### config.mk
export PLATFORM = sky130hd
export DESIGN_NAME = fsb_req_capture
export DESIGN_NICKNAME = d
export VERILOG_FILES = /design/src/rtl/fsb_req_pkg.sv /design/src/rtl/strobe_lane.sv /design/src/rtl/par_cover.sv /design/src/rtl/fsb_req_capture.sv
export SDC_FILE = /design/constraint.sdc
export NUM_CORES = 1
export LEC_CHECK = 0
export BUFFER_PORTS_ARGS = -buffer_cell sky130_fd_sc_hd__clkbuf_2
export CORE_MARGIN = 3
export CORE_UTILIZATION = 55
export DETAILED_ROUTE_END_ITERATION = 8
export GPL_TIMING_DRIVEN = 0
export PLACE_DENSITY = 0.8
export SYNTH_ARGS = -nofsm -noshare
export SYNTH_HDL_FRONTEND = slang
export SYNTH_SLANG_ARGS = --single-unit
export TNS_END_PERCENT = 100
### constraint.sdc
create_clock -name clk -period 2.6 [get_ports clk]
set_input_delay 0.26 -clock clk [delete_from_list [all_inputs] [get_ports clk]]
set_output_delay 0.26 -clock clk [all_outputs]
set_load 0.005 [all_outputs]
### src/rtl/fsb_req_pkg.sv
package fsb_req_pkg;
  // Line bundle widths
  localparam int ADDR_W = 35;   // address bits 37..3
  localparam int TYPE_W = 5;
  localparam int PAR_W  = 2;
  // Coverage split: index of address bit 24 within the bundle
  localparam int HI_LSB = 21;
  // Lane 0 owns the low and top address slices, lane 1 the middle
  localparam int LOW_W  = 14;   // address bits 16..3
  localparam int TOP_W  = 2;    // address bits 37..36
  localparam int MID_W  = ADDR_W - LOW_W - TOP_W;
  localparam int LANE0_W = TYPE_W + PAR_W + TOP_W + LOW_W;
  localparam int LANE1_W = MID_W;

  typedef struct packed {
    logic [ADDR_W-1:0] addr_n;
    logic [TYPE_W-1:0] type_n;
    logic [PAR_W-1:0]  par_n;
  } subphase_t;
endpackage

### src/rtl/strobe_lane.sv
module strobe_lane #(
  parameter int W = 8
) (
  input  logic         clk,
  input  logic         rst,
  input  logic         restart,
  input  logic         armed,
  input  logic         sample,
  input  logic [W-1:0] lines,
  output logic [W-1:0] first_q,
  output logic [W-1:0] second_q,
  output logic         full
);
  logic [1:0] phase;

  always_ff @(posedge clk) begin
    if (rst) begin
      phase    <= 2'd0;
      first_q  <= '0;
      second_q <= '0;
    end else if (restart) begin
      phase <= 2'd0;
    end else if (armed && sample && phase != 2'd2) begin
      if (phase == 2'd0) first_q  <= lines;
      else               second_q <= lines;
      phase <= phase + 2'd1;
    end
  end

  assign full = (phase == 2'd2);

  p_phase_range_r10: assert property (@(posedge clk) disable iff (rst)
    phase != 2'd3);

  p_first_sample_r2: assert property (@(posedge clk) disable iff (rst)
    (armed && sample && !restart && phase == 2'd0)
      |=> (phase == 2'd1 && first_q == $past(lines)));

  p_full_holds_r10: assert property (@(posedge clk) disable iff (rst)
    (full && !restart) |=> full);
endmodule

### src/rtl/par_cover.sv
module par_cover
  import fsb_req_pkg::*;
#(
  parameter bit SWAP = 1'b0
) (
  input  logic [ADDR_W-1:0] addr_n,
  input  logic [TYPE_W-1:0] type_n,
  input  logic [PAR_W-1:0]  par_n,
  output logic [PAR_W-1:0]  err
);
  logic hi_want;
  logic lo_want;

  // Pin high for an even count of low lines
  assign hi_want = ~(^(~addr_n[ADDR_W-1:HI_LSB]));
  assign lo_want = ~(^(~{addr_n[HI_LSB-1:0], type_n}));

  generate
    if (SWAP) begin : g_sp2
      assign err = {par_n[1] != hi_want, par_n[0] != lo_want};
    end else begin : g_sp1
      assign err = {par_n[1] != lo_want, par_n[0] != hi_want};
    end
  endgenerate

  always_comb begin
    if (&addr_n && &type_n && &par_n)
      p_all_high_clean_r5: assert (err == '0);
  end
endmodule

### src/rtl/fsb_req_capture.sv
module fsb_req_capture
  import fsb_req_pkg::*;
(
  input  logic              clk,
  input  logic              rst,
  input  logic              ads_n,
  input  logic [ADDR_W-1:0] addr_n,
  input  logic [TYPE_W-1:0] rtype_n,
  input  logic [1:0]        strobe_en,
  input  logic [PAR_W-1:0]  apar_n,
  output logic              out_valid,
  output logic [ADDR_W-1:0] out_addr,
  output logic [ADDR_W-1:0] out_info,
  output logic [TYPE_W-1:0] out_rtype_sp1,
  output logic [TYPE_W-1:0] out_rtype_sp2,
  output logic [PAR_W-1:0]  perr_sp1,
  output logic [PAR_W-1:0]  perr_sp2
);
  localparam int TOP_LSB  = LOW_W;
  localparam int PAR_LSB  = LOW_W + TOP_W;
  localparam int TYPE_LSB = PAR_LSB + PAR_W;

  logic start, busy, done;
  logic [LANE0_W-1:0] l0_in, l0_sp1, l0_sp2;
  logic [LANE1_W-1:0] l1_sp1, l1_sp2;
  logic l0_full, l1_full;
  subphase_t sp1, sp2;
  logic [PAR_W-1:0] err1, err2;

  assign start = ~ads_n;
  assign l0_in = {rtype_n, apar_n, addr_n[ADDR_W-1 -: TOP_W], addr_n[LOW_W-1:0]};

  strobe_lane #(.W(LANE0_W)) u_lane0 (
    .clk(clk), .rst(rst), .restart(start), .armed(busy), .sample(strobe_en[0]),
    .lines(l0_in), .first_q(l0_sp1), .second_q(l0_sp2), .full(l0_full));

  strobe_lane #(.W(LANE1_W)) u_lane1 (
    .clk(clk), .rst(rst), .restart(start), .armed(busy), .sample(strobe_en[1]),
    .lines(addr_n[LOW_W +: MID_W]), .first_q(l1_sp1), .second_q(l1_sp2),
    .full(l1_full));

  // Reassemble each subphase from the two lanes
  always_comb begin
    sp1.addr_n = {l0_sp1[TOP_LSB +: TOP_W], l1_sp1, l0_sp1[LOW_W-1:0]};
    sp1.type_n = l0_sp1[TYPE_LSB +: TYPE_W];
    sp1.par_n  = l0_sp1[PAR_LSB +: PAR_W];
    sp2.addr_n = {l0_sp2[TOP_LSB +: TOP_W], l1_sp2, l0_sp2[LOW_W-1:0]};
    sp2.type_n = l0_sp2[TYPE_LSB +: TYPE_W];
    sp2.par_n  = l0_sp2[PAR_LSB +: PAR_W];
  end

  par_cover #(.SWAP(1'b0)) u_pc1 (
    .addr_n(sp1.addr_n), .type_n(sp1.type_n), .par_n(sp1.par_n), .err(err1));
  par_cover #(.SWAP(1'b1)) u_pc2 (
    .addr_n(sp2.addr_n), .type_n(sp2.type_n), .par_n(sp2.par_n), .err(err2));

  assign done = busy && l0_full && l1_full && !start;

  always_ff @(posedge clk) begin
    if (rst) begin
      busy          <= 1'b0;
      out_valid     <= 1'b0;
      out_addr      <= '0;
      out_info      <= '0;
      out_rtype_sp1 <= '0;
      out_rtype_sp2 <= '0;
      perr_sp1      <= '0;
      perr_sp2      <= '0;
    end else begin
      out_valid <= done;
      if (start)     busy <= 1'b1;
      else if (done) busy <= 1'b0;
      if (done) begin
        out_addr      <= ~sp1.addr_n;
        out_info      <= ~sp2.addr_n;
        out_rtype_sp1 <= ~sp1.type_n;
        out_rtype_sp2 <= ~sp2.type_n;
        perr_sp1      <= err1;
        perr_sp2      <= err2;
      end
    end
  end

  p_valid_pulse_r8: assert property (@(posedge clk) disable iff (rst)
    out_valid |=> !out_valid);

  p_valid_from_busy_r8: assert property (@(posedge clk) disable iff (rst)
    out_valid |-> $past(busy));

  p_abort_no_beat_r9: assert property (@(posedge clk) disable iff (rst)
    start |=> !out_valid);

  p_idle_quiet_r10: assert property (@(posedge clk) disable iff (rst)
    (!busy && !start) |=> !out_valid);
endmodule

==> impl_metrics.csv <==
group,metric,value,unit
min_path,hold_depth,3,
critical_path,r2r_start,"u_lane1.phase[0]$_SDFFE_PP0P_",
synth,synth.distinct_cells,21,
power_and_ir_drop,clkPwrFrac,46.9,%
power_and_ir_drop,internal_power,4.427,mW
min_path,whs_endpoint,"u_lane0.second_q[22]$_SDFFE_PP0P_",
power_and_ir_drop,p_leak,3.124,nW
global_routing,grt_pass1_vias,5458,
min_path,hold_class,"in -> reg",
critical_path,r2r-end,"u_lane1.first_q[10]$_SDFFE_PP0P_",
synth,postSynthAreaPerCell,8.577,um2
cts,cts_inserted_buffers,17,
timing,hold_viol_final,0,
timing,fin_tns_setup,0,ps
synth,yosysWarningCount,0,
finish,finalInstanceArea,0.008139,mm2
cts,cts_setup_buffers,0,
timing,tightestPinTransition,664.7,ps
critical_path,endpoint_kind,"register",
timing,min_period,2226,ps
flow_run,max_cap_viol_count,0,
global_routing,grt_util_met2,39.13,%
detailed_routing,ant_nets,0,
floorplanning,fp.coreArea,0.01166,mm2
timing,rsz0062_at_grt,"false",
critical_path,cp_data_required_time,2950,ps
min_path,min_from,"rtype_n[4]",
global_routing,grt.busiest_layer,"met2",
critical_path,startpoint_type,"register",
placement,place_ws,532.0,ps
cts,h-tree-depth,4,
floorplanning,die-area,0.01354,mm2
timing,slew_headroom,55.69,%
detailed_routing,first_iter_violations,533,
power_and_ir_drop,seqPwrFrac,48.1,%
floorplanning,fp.dieW,116.4,um
synth,yosysSeqAreaShare,52.00,%
global_routing,grt_pass1_wl,27030,um
global_routing,met3_usage,6.425,%
cts,cts_tree,"yes",
detailed_routing,drcViolationCount,0,
cts,clk_path_buf_depth,2,
critical_path,ff2ff_path_depth,8,
synth,netlist_area,0.006699,mm2
floorplanning,design.portCount,132,
detailed_routing,wl_per_cell,16.04,um
floorplanning,die_h,116.4,um
floorplanning,row_count,39,
timing,report.final.setup_viol,0,
detailed_routing,first_pass_iters,5,
critical_path,critPathKind,"reg -> reg",
timing,skew,5.099,ps
finish,mostFrequentLayoutCell,"dfxtp_1",
timing,fin_crit_sh,85.62,%
timing,whs,70.13,ps
critical_path,rrSetupSlack,370,ps
global_routing,antenna_found_initial,1,
finish,most-common-layout-cells,"dfxtp_1 (174), nand2_1 (172), clkbuf_2 (129)",
cts,clk_latency,430,ps
detailed_routing,wl,17400,um
power_and_ir_drop,p_per_area,691.9,mW/mm2
status,status,"finished clean",
timing,drv_slew,0,
synth,synthTopCellsByArea,"dfxtp_1 (52%), nand2_1 (9.6%), xnor2_1 (8.4%), a21oi_1 (7.8%), a211oi_1 (7.1%)",
power_and_ir_drop,switching_share,21.40,%
synth,synth_nets,832,
cts,clkTransAtPathRegs,60,ps
power_and_ir_drop,p_sw,1.205,mW
finish,drive_gt1_share,18.92,%
finish,nNetsFinal,980,
global_routing,grt_util_met1,35.96,%
finish,syn_to_final_growth,21.50,%
placement,io_buffers,129,
cts,cts.repair.resized,0,
timing,fmax,0.4492,GHz
placement,gp_congestion,0.9117,
global_routing,grt_start_max_net_pins,17,
timing,setup_ws,373.9,ps
critical_path,critical_path_arrival,2580,ps
cts,hold_buffers,0,
placement,dpl.hpwl,12720,um
cts,cts.sinks,174,
placement,dpl.cell_count,1053,
detailed_routing,via_count,5904,
finish,fin_cells,1085,
detailed_routing,routed_via_density,5.441,
cts,cts-root-buf,"clkbuf_16",
synth,syn_inst,781,
floorplanning,start_util,57.44,%
power_and_ir_drop,combPwrFrac,5.0,%
critical_path,path_max_fanout,10,
global_routing,grtUsageTotal,26.01,%
synth,synth.top_cell.area_share,52.00,%
synth,ys_ff_latch,174,
power_and_ir_drop,worst_ir_drop_vdd,0.3854,mV
synth,yosysTopAreaCell,"dfxtp_1",
global_routing,grt_overflow,0,
placement,placed_area,0.007523,mm2
registers in the layout, indices dropped and copies added (netlist names), 2 cells and up:
signal            flops
out_addr             35
out_info             35
u_lane0.first_q      23
u_lane0.second_q     23
u_lane1.first_q      19
u_lane1.second_q     19
out_rtype_sp1         5
out_rtype_sp2         5
perr_sp1              2
perr_sp2              2
u_lane0.phase         2
u_lane1.phase         2
per-stage QoR:
stage	utilization (%)	total power, mW
after global placement	64.51	3.039
final	69.79	5.631
after CTS	69.77	5.639
after detailed placement	64.51	3.039
after global routing	69.79	5.783
after floorplan	-	2.940
critical path, cell delays in order (launching register included):
cell and delay [ps]:
dfxtp_1 310, inv_1 70, ha_1 230, nor2b_1 320, nand3_1 180, nor2_2 440, buf_2 310, nand2_1 130
a21oi_1 150
layer usage:
| layer | share of wire [%] | vias up |
|---|---|---|
| met4 | 2.5 | 0 |
| met5 | 0 | - |
| met2 | 46 | 221 |
| met1 | 44 | 2755 |
| li1 | - | 2888 |
| met3 | 7.6 | 40 |
cell type report:
cell class / instances / area, um2
clock inverters: 11 / 166.4
diodes: 1 / 2.502
multi-input cells: 549 / 2980
flip-flops and latches: 174 / 3483
well taps: 143 / 178.9
inverters: 6 / 22.52
clock buffers: 20 / 446.7
plain buffers: 52 / 212.7
fillers: 939 / 3523
repair buffers: 129 / 645.6
how the worst max path moves through the flow:
stage	from	to	slack, ps	cells after the start
after detailed placement	u_lane0.phase[0]$_SDFFE_PP0P_	out_addr[10]$_SDFFE_PP0P_	530	7
after CTS	u_lane1.phase[0]$_SDFFE_PP0P_	u_lane1.first_q[10]$_SDFFE_PP0P_	430	8
after global placement	u_lane1.phase[0]$_SDFFE_PP0P_	u_lane1.first_q[9]$_SDFFE_PP0P_	520	8
after floorplan	u_lane1.phase[0]$_SDFFE_PP0P_	u_lane1.second_q[10]$_SDFFE_PP0P_	950	8
final	u_lane1.phase[0]$_SDFFE_PP0P_	u_lane1.first_q[10]$_SDFFE_PP0P_	370	8
after global routing	u_lane1.phase[0]$_SDFFE_PP0P_	u_lane1.first_q[8]$_SDFFE_PP0P_	230	8
power by group through the flow:
| stage | Combinational [mW] | Clock (mW) | Sequential (mW) |
|---|---|---|---|
| after CTS | 0.275 | 2.66 | 2.71 |
| after detailed placement | 0.271 | 0 | 2.77 |
| after global routing | 0.299 | 2.77 | 2.71 |
| after global placement | 0.272 | 0 | 2.77 |
| final | 0.280 | 2.64 | 2.71 |
| after floorplan | 0.177 | 0 | 2.76 |
kinds of logic (layout without fill, tap and decap cells):
kind of cell	count (synthesis)	count (layout)	synth area share, %
compound gates	170	170	15.28
xor+xnor	78	78	11.24
fa+ha+maj	4	4	0.7471
other cells	0	1	0
flops	174	174	52.00
simple gates	297	297	17.22
buf+inv	58	218	3.511
cell usage after synthesis:
master and n:
nand3_1 4, a21oi_1 105, and4_1 1, nand2b_1 1
nor2b_1 3, dfxtp_1 174, ha_1 4, inv_1 6
clkbuf_1 38, xnor3_1 4, nand4_1 5, xnor2_2 2
nor2_1 108, a211oi_1 63, nor3_1 1, xor2_1 8
buf_2 14, a211oi_2 2, nor2_2 2, nand2_1 172
xnor2_1 64
Note: power is estimated with default switching activity, not from simulation.
